<file path="config.mk">
export PLATFORM = sky130hd
export DESIGN_NAME = bitproc_unit
export DESIGN_NICKNAME = d
export VERILOG_FILES = /design/src/rtl/bitproc_pkg.sv /design/src/rtl/bitproc_addr_map.sv /design/src/rtl/bitproc_bit_alu.sv /design/src/rtl/bitproc_byte_merge.sv /design/src/rtl/bitproc_unit.sv
export SDC_FILE = /design/constraint.sdc
export NUM_CORES = 1
export LEC_CHECK = 0
export ABC_CLOCK_PERIOD_IN_PS = 2800
export BUFFER_PORTS_ARGS = -buffer_cell sky130_fd_sc_hd__buf_4
export CORE_MARGIN = 2
export CORE_UTILIZATION = 53
export DETAILED_ROUTE_END_ITERATION = 6
export GPL_ROUTABILITY_DRIVEN = 0
export PLACE_DENSITY_LB_ADDON = 0.2
export SETUP_SLACK_MARGIN = 0.3
export SYNTH_ARGS = -nofsm -noshare
export SYNTH_HDL_FRONTEND = slang
export SYNTH_SLANG_ARGS = --single-unit
</file>
<file path="constraint.sdc">
create_clock -name clk -period 2.8 [get_ports clk]
set_clock_uncertainty 0.1 [all_clocks]
set_input_delay 0.14 -clock clk [delete_from_list [all_inputs] [get_ports clk]]
set_output_delay 0.14 -clock clk [all_outputs]
set_load 0.005 [all_outputs]
</file>
<file path="src/rtl/bitproc_pkg.sv">
package bitproc_pkg;

    typedef enum logic [3:0] {
        BOP_SET     = 4'd0,
        BOP_CLR     = 4'd1,
        BOP_TGL     = 4'd2,
        BOP_JSET    = 4'd3,
        BOP_JCLR    = 4'd4,
        BOP_JSETCLR = 4'd5,
        BOP_LDC     = 4'd6,
        BOP_STC     = 4'd7,
        BOP_ANDC    = 4'd8,
        BOP_ANDNC   = 4'd9,
        BOP_ORC     = 4'd10,
        BOP_ORNC    = 4'd11,
        BOP_CSET    = 4'd12,
        BOP_CCLR    = 4'd13,
        BOP_CTGL    = 4'd14,
        BOP_NOP     = 4'd15
    } bp_op_e;

    typedef enum logic [1:0] {
        ST_IDLE,
        ST_READ,
        ST_EXEC,
        ST_DONE
    } bp_state_e;

    // Carry-only operations occupy the top quarter of the code space.
    function automatic logic is_carry_only(input bp_op_e op);
        return (op[3:2] == 2'b11);
    endfunction

endpackage

</file>
<file path="src/rtl/bitproc_addr_map.sv">
module bitproc_addr_map #(
    parameter int ADDR_W = 8,
    parameter int DATA_W = 8,
    parameter logic [ADDR_W-1:0] RAM_BASE = 8'h20
) (
    input  logic [ADDR_W-1:0]         bit_addr,
    output logic [ADDR_W-1:0]         byte_addr,
    output logic [$clog2(DATA_W)-1:0] bit_pos
);
    localparam int POS_W = $clog2(DATA_W);

    always_comb begin
        if (!bit_addr[ADDR_W-1]) begin
            // Lower half: RAM bytes counted from the base.
            byte_addr = RAM_BASE + ADDR_W'(bit_addr[ADDR_W-2:POS_W]);
        end else begin
            // Upper half: register bytes aligned to multiples of eight.
            byte_addr = {bit_addr[ADDR_W-1:POS_W], POS_W'(0)};
        end
        bit_pos = bit_addr[POS_W-1:0];
    end
endmodule

</file>
<file path="src/rtl/bitproc_bit_alu.sv">
module bitproc_bit_alu
    import bitproc_pkg::*;
(
    input  bp_op_e op,
    input  logic   cur_bit,
    input  logic   carry_in,
    output logic   new_bit,
    output logic   new_carry,
    output logic   wr_en,
    output logic   jump
);
    always_comb begin
        new_bit   = cur_bit;
        new_carry = carry_in;
        wr_en     = 1'b0;
        jump      = 1'b0;
        unique case (op)
            BOP_SET:     begin new_bit = 1'b1;     wr_en = 1'b1; end
            BOP_CLR:     begin new_bit = 1'b0;     wr_en = 1'b1; end
            BOP_TGL:     begin new_bit = ~cur_bit; wr_en = 1'b1; end
            BOP_JSET:    jump = cur_bit;
            BOP_JCLR:    jump = ~cur_bit;
            BOP_JSETCLR: begin
                jump    = cur_bit;
                new_bit = 1'b0;
                wr_en   = cur_bit;
            end
            BOP_LDC:     new_carry = cur_bit;
            BOP_STC:     begin new_bit = carry_in; wr_en = 1'b1; end
            BOP_ANDC:    new_carry = carry_in & cur_bit;
            BOP_ANDNC:   new_carry = carry_in & ~cur_bit;
            BOP_ORC:     new_carry = carry_in | cur_bit;
            BOP_ORNC:    new_carry = carry_in | ~cur_bit;
            BOP_CSET:    new_carry = 1'b1;
            BOP_CCLR:    new_carry = 1'b0;
            BOP_CTGL:    new_carry = ~carry_in;
            BOP_NOP:     new_carry = carry_in;
        endcase
    end
endmodule

</file>
<file path="src/rtl/bitproc_byte_merge.sv">
module bitproc_byte_merge #(
    parameter int DATA_W = 8
) (
    input  logic [DATA_W-1:0]         byte_in,
    input  logic [$clog2(DATA_W)-1:0] pos,
    input  logic                      new_bit,
    output logic [DATA_W-1:0]         byte_out
);
    localparam int POS_W = $clog2(DATA_W);

    for (genvar i = 0; i < DATA_W; i++) begin : g_lane
        assign byte_out[i] = (pos == POS_W'(i)) ? new_bit : byte_in[i];
    end
endmodule

</file>
<file path="src/rtl/bitproc_unit.sv">
module bitproc_unit
    import bitproc_pkg::*;
#(
    parameter int ADDR_W = 8,
    parameter int DATA_W = 8,
    parameter logic [ADDR_W-1:0] RAM_BASE = 8'h20
) (
    input  logic              clk,
    input  logic              rst_n,
    input  logic              op_valid,
    input  logic [3:0]        op_code,
    input  logic [ADDR_W-1:0] bit_addr,
    output logic              busy,
    output logic              done,
    output logic              jump_taken,
    output logic              carry,
    output logic              mem_rd,
    output logic              mem_wr,
    output logic [ADDR_W-1:0] mem_addr,
    output logic [DATA_W-1:0] mem_wdata,
    input  logic [DATA_W-1:0] mem_rdata
);
    localparam int POS_W = $clog2(DATA_W);

    bp_state_e         state_q, state_d;
    bp_op_e            op_q, alu_op;
    logic [ADDR_W-1:0] addr_q;
    logic [DATA_W-1:0] byte_q;
    logic              carry_q;
    logic              jump_q;

    logic [ADDR_W-1:0] byte_addr;
    logic [POS_W-1:0]  bit_pos;
    logic              cur_bit, alu_bit, alu_carry, alu_wr, alu_jump;
    logic [DATA_W-1:0] merged;
    logic              accept;

    assign accept  = (state_q == ST_IDLE) && op_valid;
    assign alu_op  = (state_q == ST_IDLE) ? bp_op_e'(op_code) : op_q;
    assign cur_bit = byte_q[bit_pos];

    bitproc_addr_map #(
        .ADDR_W   (ADDR_W),
        .DATA_W   (DATA_W),
        .RAM_BASE (RAM_BASE)
    ) u_map (
        .bit_addr  (addr_q),
        .byte_addr (byte_addr),
        .bit_pos   (bit_pos)
    );

    bitproc_bit_alu u_alu (
        .op        (alu_op),
        .cur_bit   (cur_bit),
        .carry_in  (carry_q),
        .new_bit   (alu_bit),
        .new_carry (alu_carry),
        .wr_en     (alu_wr),
        .jump      (alu_jump)
    );

    bitproc_byte_merge #(.DATA_W(DATA_W)) u_merge (
        .byte_in  (byte_q),
        .pos      (bit_pos),
        .new_bit  (alu_bit),
        .byte_out (merged)
    );

    // Next-state logic
    always_comb begin
        state_d = state_q;
        unique case (state_q)
            ST_IDLE: if (op_valid) begin
                state_d = is_carry_only(bp_op_e'(op_code)) ? ST_DONE : ST_READ;
            end
            ST_READ: state_d = ST_EXEC;
            ST_EXEC: state_d = ST_DONE;
            ST_DONE: state_d = ST_IDLE;
        endcase
    end

    // State register
    always_ff @(posedge clk or negedge rst_n) begin
        if (!rst_n) state_q <= ST_IDLE;
        else        state_q <= state_d;
    end

    // Datapath registers
    always_ff @(posedge clk or negedge rst_n) begin
        if (!rst_n) begin
            op_q    <= BOP_NOP;
            addr_q  <= '0;
            byte_q  <= '0;
            carry_q <= 1'b0;
            jump_q  <= 1'b0;
        end else begin
            if (accept) begin
                op_q   <= bp_op_e'(op_code);
                addr_q <= bit_addr;
                jump_q <= 1'b0;
                if (is_carry_only(bp_op_e'(op_code))) carry_q <= alu_carry;
            end
            if (state_q == ST_READ) byte_q <= mem_rdata;
            if (state_q == ST_EXEC) begin
                carry_q <= alu_carry;
                jump_q  <= alu_jump;
            end
        end
    end

    // Outputs
    always_comb begin
        busy       = (state_q != ST_IDLE);
        done       = (state_q == ST_DONE);
        jump_taken = (state_q == ST_DONE) && jump_q;
        carry      = carry_q;
        mem_rd     = (state_q == ST_READ);
        mem_wr     = (state_q == ST_EXEC) && alu_wr;
        mem_addr   = byte_addr;
        mem_wdata  = merged;
    end

    // A write always follows the read of the same byte.
    a_r10_wr_after_rd: assert property (@(posedge clk) disable iff (!rst_n)
        mem_wr |-> $past(mem_rd));
    a_r10_same_byte: assert property (@(posedge clk) disable iff (!rst_n)
        mem_wr |-> (mem_addr == $past(mem_addr)));
    a_r10_carry_edge: assert property (@(posedge clk) disable iff (!rst_n)
        (carry_q != $past(carry_q)) |-> (state_q == ST_DONE));
    // Only the target lane of the byte may change.
    a_r4_one_lane: assert property (@(posedge clk) disable iff (!rst_n)
        mem_wr |-> ($countones(mem_wdata ^ byte_q) <= 1));
    // Test-and-clear writes only when the bit was set.
    a_r8_no_write_clear: assert property (@(posedge clk) disable iff (!rst_n)
        (state_q == ST_EXEC && op_q == BOP_JSETCLR && !cur_bit) |-> !mem_wr);
    a_r8_clears: assert property (@(posedge clk) disable iff (!rst_n)
        (mem_wr && op_q == BOP_JSETCLR) |-> ((mem_wdata ^ byte_q) != '0));
    a_r9_no_access: assert property (@(posedge clk) disable iff (!rst_n)
        (accept && is_carry_only(bp_op_e'(op_code))) |=> (!mem_rd && !mem_wr));
    a_r11_single_done: assert property (@(posedge clk) disable iff (!rst_n)
        done |=> !done);
endmodule

</file>
# Yosys cells after proc, flatten, opt, wreduce, memory -nomap -nowiden
# Index checks and enable logic that the tools add are counted.
# Widths: inputs -> output; s select.
word_totals:
  ff_bits: 24
  inputBits: 23
classes:
  addsub: 1
  order_cmp: 1
  n_eq_ne: 26
  n_mux: 24
  bitwise_logic: 6
  n_reduce_logical: 13
ops:
  columns: ["op", "n"]
  rows:
  - ["$eq 4x4->1 const B", 7]
  - ["$eq 4x3->1 const B", 4]
  - ["$mux 1", 14]
  - ["$eq 3x3->1 const B", 4]
  - ["$eq 4x2->1 const B", 2]
  - ["$mux 8", 1]
  - ["$pmux 1 s8", 1]
  - ["$pmux 2 s4", 1]
  - ["$add 6x4->7 const A", 1]
  - ["$eq 2x2->1 const B", 3]
  - ["$eq 3x2->1 const B", 2]
  - ["$reduce_bool 2->1", 3]
  - ["$eq 4x1->1 const B", 1]
  - ["$logic_not 4->1", 1]
  - ["$lt 3x4->1 const B", 1]
  - ["$mux 2", 2]
  - ["$mux 4", 1]
  - ["$pmux 1 s2", 2]
  - ["$pmux 1 s4", 1]
  - ["$reduce_or 2->1", 2]
  - ["$reduce_or 4->1", 1]
  - ["$bmux 1 s3", 1]
  - ["$eq 3x1->1 const B", 1]
  - ["$logic_and 1x1->1", 3]
  - ["8 further kinds", 11]

# Depth between registers and ports, before layout
logic_depth:
  depth_word: 8
  depth_mapped: 9
  mapped_depth_nobuf: 7

# Cells and area by module
# From an unflattened synthesis, not the netlist that was laid out.
hier_totals:
  hier_cells: 134
  hier_area_um2: 1590.3
modules_own_cells:
  columns: ["module", "instances", "cells_each", "area_each_um2", "seq_area_each_um2"]
  rows:
  - ["bitproc_unit", 1, 74, 1119.8, 605.6]
  - ["bitproc_bit_alu", 1, 33, 232.7, 0.0]
  - ["bitproc_byte_merge", 1, 16, 145.1, 0.0]
  - ["bitproc_addr_map", 1, 11, 92.6, 0.0]

# Least setup slack after synthesis
# OpenSTA, ideal clock, no wires.
synth_path:
  path_kind: "register to register"
  from: "register state_q[0]"
  to: "register carry_q (netlist: carry)"
  t_arrival_ns: 1.793
  t_required_ns: 2.568
  path_slack_ns: 0.775
  path_stages_with_launch: 9
  n_path_buf: 1
  cell_sequence: "dfrtp_1 inv_1 ha_1 buf_6 mux2i_2 nand2b_1 mux2_2 o21ai_0 o211ai_1"
synth_between:
  elab_chain_cells: 7
  elab_cells_between_ends: 19
  cone_classes: "eq/ne: 9; mux: 5; reduce/logical: 5"
synth_rtl:
  columns: ["item", "line_no", "text"]
  rows:
  - ["from (decl)", "bitproc_unit.sv:25", "bp_state_e state_q, state_d;"]
  - ["from (signal assigned)", "bitproc_unit.sv:85", "else state_q <= state_d;"]
  - ["$logic_not 2->1", "bitproc_unit.sv:38, bitproc_unit.sv:39", null]
  - ["$mux 4", "bitproc_unit.sv:39", "assign alu_op = (state_q == ST_IDLE) ? bp_op_e'(op_code) : op_q;"]
  - ["$eq 4x4->1 / $eq 4x3->1 (equally long branches)", "bitproc_bit_alu.sv:17", "unique case (op)"]
  - ["$pmux 1 s8", "bitproc_bit_alu.sv:17", null]
  - ["$mux 1", "bitproc_unit.sv:101", "if (is_carry_only(bp_op_e'(op_code))) carry_q <= alu_carry;"]
  - ["$mux 1", "bitproc_unit.sv:97", "if (accept) begin"]
  - ["$mux 1", "bitproc_unit.sv:104", "if (state_q == ST_EXEC) begin"]
  - ["to (signal assigned)", "bitproc_unit.sv:101", null]
  - ["to (signal assigned)", "bitproc_unit.sv:105", "carry_q <= alu_carry;"]
  - ["to (decl)", "bitproc_unit.sv:29", "logic carry_q;"]
# Several ways; a longest one is shown, not always the timed one. The select of a mux whose other input is x is not followed.
# A chain may end at the register's enable or synchronous reset.

# Worst setup path after layout
layout_path:
  from: "register state_q[0]"
  to: "output port mem_wdata[1]"
layout_between:
  elab_chain_cells: 6
  elab_cells_between_ends: 10
  cone_classes: "eq/ne: 4; mux: 3; reduce/logical: 3"
layout_rtl:
  columns: ["item", "line_no", "text"]
  rows:
  - ["$logic_not 2->1 *", "bitproc_unit.sv:39", null]
  - ["$mux 4 *", "bitproc_unit.sv:39", null]
  - ["$eq 4x1->1 / $eq 4x3->1 (equally long branches)", "bitproc_bit_alu.sv:17", null]
  - ["$reduce_or 2->1 (no line)", null, null]
  - ["$pmux 1 s4 *", "bitproc_bit_alu.sv:17", null]
  - ["$mux 1 *", "bitproc_byte_merge.sv:12", "assign byte_out[i] = (pos == POS_W'(i)) ? new_bit : byte_in[i];"]
  - ["to (decl)", "bitproc_unit.sv:20", "output logic [DATA_W-1:0] mem_wdata,"]
# Mark *: on every way between the ends. The rest lies on a longest branch, timed or not.

==> qor.yml <==
rsz0062_at_grt: "no"
grt_pass1_vias: 1562
place_hpwl_mm: 2.93
power.switching_uw: 1370
grt_pass1_wl_mm: 6.98
num-fill-cells: 196
cts-root-buf: "clkbuf_4"
swShare: 0.432
crit_arrival_ns: 2.23
rows: 20
fin_crit_ns: 2.47
crit_chain: "inv_2, ha_4, buf_4, mux2i_4, o21a_2, nand4_1, nand2_1, buf_6"
min_path_type: "in2reg"
first_pass_iters: 5
start_kind: "flip-flop"
clkTransAtPathRegs_ns: 0.13
final_hold_viol_count: 0
synth_nets: 203
clkLatencyLatePin_ns: 0.33
port_buffers: 44
maxSlewHeadroom: 0.614
dp.cells: 254
combPwrFrac: 0.694
wl_per_cell_um: 15.7
setup_viol: 0
worst_path_max_delay_cell: "dfrtp_1"
grt_use_total: 0.253
ys_ff_latch: 24
numCtsBuffers: 3
layout-drive-gt1-share: 0.460
drc: 0
critical_path_peak_fanout: 9
cts-htree-levels: 1
ys_types: 46
die_w_um: 61.0
cts_tree: "yes"
synth.cell_area_mm2: 0.00172
core-area_mm2: 0.00308
wl_mm: 4.59
tightest_slew_ns: 0.575
areaGrowthSynthToFinish_pct: 44.7
synthArstFlopShare: 1.00
path_class: "reg2out"
r2r_cells: 8
yosysTopAreaCellShare: 0.290
dieArea_mm2: 0.00372
powerDensity_mw_per_mm2: 1270
ys_top_cells_by_area: "dfrtp_1 (29%), mux2_2 (16%), dfstp_2 (6.1%)"
via_per_inst: 5.55
netlist_instances: 176
clockBufferDepth: 2
layout_commonest_cell: "buf_4"
grt_max_degree: 25
seqPwrFrac: 0.245
crit_path_end_kind: "output pin"
clockPowerShare: 0.061
final_cell_mix: "buf_4 (56), mux2_2 (25), dfrtp_1 (19), dlygate4sd3_1 (19), nand2_1 (11)"
vdd_ir_drop_max_uv: 855
yosys_warnings: 0
num-nets-final: 276
diodes: 0
place_area_mm2: 0.00205
slew_violations: 0
fin_crit_sh: 0.882
synth.avg_cell_area_um2: 9.79
synth_edf_count: 0
vias: 1622
ys.flop_type: "dfrtp_1"
worst-path-buf-inv: 3
yosysSeqAreaShare: 0.351
p_leak_uw: 0.00108
hold_end: "op_q[3]"
yosysTopAreaCell: "dfrtp_1"
drv_cap: 0
finalSetupTns_ns: 0
io_pins: 45
ant_nets: 0
whs_path_depth: 2
r2r-start: "state_q[0]"
outcome: "completed"
clock_sink_count: 24
critPathTopFamily: "flip-flops"
drtIter0Drc: 105
hold_path_startpoint: "op_code[3]"
antenna_found_initial: 0
power_uw: 3160
r2r_end: "carry"
p_int_uw: 1790
required_ns: 2.56
ff2ff_setup_slack_ns: 0.62
slowest_delay_ns: 0.44
clock.fmax_mhz: 405
die_y_um: 61.0
finalNonFillerCells: 292
start_util: 0.560
overflow: 0
final_area_mm2: 0.00249
worst max path at each step:
stage	slack, ns	from	endpoint	cells past startpoint
after floorplan	0.77	state_q[0]	carry	8
after global routing	0.22	state_q[0]	mem_wdata[1]	8
after detailed placement	0.28	state_q[0]	carry	7
final	0.33	state_q[0]	mem_wdata[1]	8
after CTS	0.32	state_q[1]	mem_wdata[0]	8
after global placement	0.38	state_q[0]	carry	7
synthesized netlist by cell type, types with 2 or more instances:
library cell	n
clkbuf_1	2
buf_6	2
and2_1	5
nand3_1	7
buf_2	5
a31oi_1	5
dfstp_2	4
buf_4	3
ha_1	4
inv_1	5
o21ai_0	7
o211ai_1	2
nor3_1	3
dfrtp_1	20
a21oi_1	3
nor2b_1	11
nand4_1	9
nor4_1	2
mux2_2	25
mux2i_1	3
nand2b_1	5
nor2_1	10
nand2_1	11
worst reg2reg max path: cells and delay by family (launching register included):
family	cells	cell delay (ns)
adder cells (fa/ha/maj)	1	0.19
buffers and inverters	2	0.24
flip-flops	1	0.44
multiplexers	2	0.68
AND/OR/NAND/NOR	1	0.16
AO/OA/AOI/OAI	2	0.27
state kept, by name (all words and copies together), names as in the netlist:
register  cells
op_q          4
byte_q        8
jump_q        1
state_q       2
addr_q        8
carry         1
metal layers:
metal,wire [um],track usage,up-vias,share of wire
met1,1850,0.296,776,0.40
met4,129,0.118,0,0.028
met5,0,0,-,0
met2,2460,0.456,48,0.54
met3,146,0.0357,12,0.032
li1,-,-,786,-
stage by stage:
step	util	hold slack, ns	worst slack (ns)
floorplan	-	-0.256	0.775
global placement	0.665	-0.0513	0.383
detailed placement	0.665	-0.0439	0.279
CTS	0.761	0.00701	0.317
global route	0.810	0.0180	0.220
finish	0.810	0.0119	0.331
cell type report:
| cell class | instances | area (um^2) | share of cell area |
|---|---|---|---|
| well taps | 44 | 55.1 | 0.0221 |
| flip-flops and latches | 24 | 607 | 0.243 |
| multi-input cells | 135 | 1110 | 0.445 |
| clock buffers | 4 | 36.3 | 0.0146 |
| repair buffers | 80 | 667 | 0.268 |
| inverters | 5 | 18.8 | 0.00753 |
kinds of logic after synthesis:
logic type / synth area share
AOI/OAI and AO/OA: 0.127
xor gates and xnor gates: 0.0102
adders and majority gates: 0.0290
buffers and inverters: 0.0559
DFF: 0.351
muxes: 0.198
and+or+nand+nor: 0.229
what timing repair did:
action / in CTS / in global routing
setup buffers: 7 / 8
pin swaps: 2 / 6
endpoints found under the hold margin: 42 / 0
hold buffers: 19 / 0
gates resized for setup: 3 / 20
endpoints found under the setup margin: 10 / 9
power by group through the flow:
stage / Clock, uW / Combinational (uW) / Sequential, uW
6_report: 193 / 2190 / 774
5_1_grt: 203 / 2350 / 807
4_1_cts: 190 / 1890 / 753
3_5_place_dp: 0 / 1740 / 758
3_3_place_gp: 0 / 1670 / 741
2_1_floorplan: 0 / 1300 / 661
Note: power is estimated with default switching activity, not from simulation.
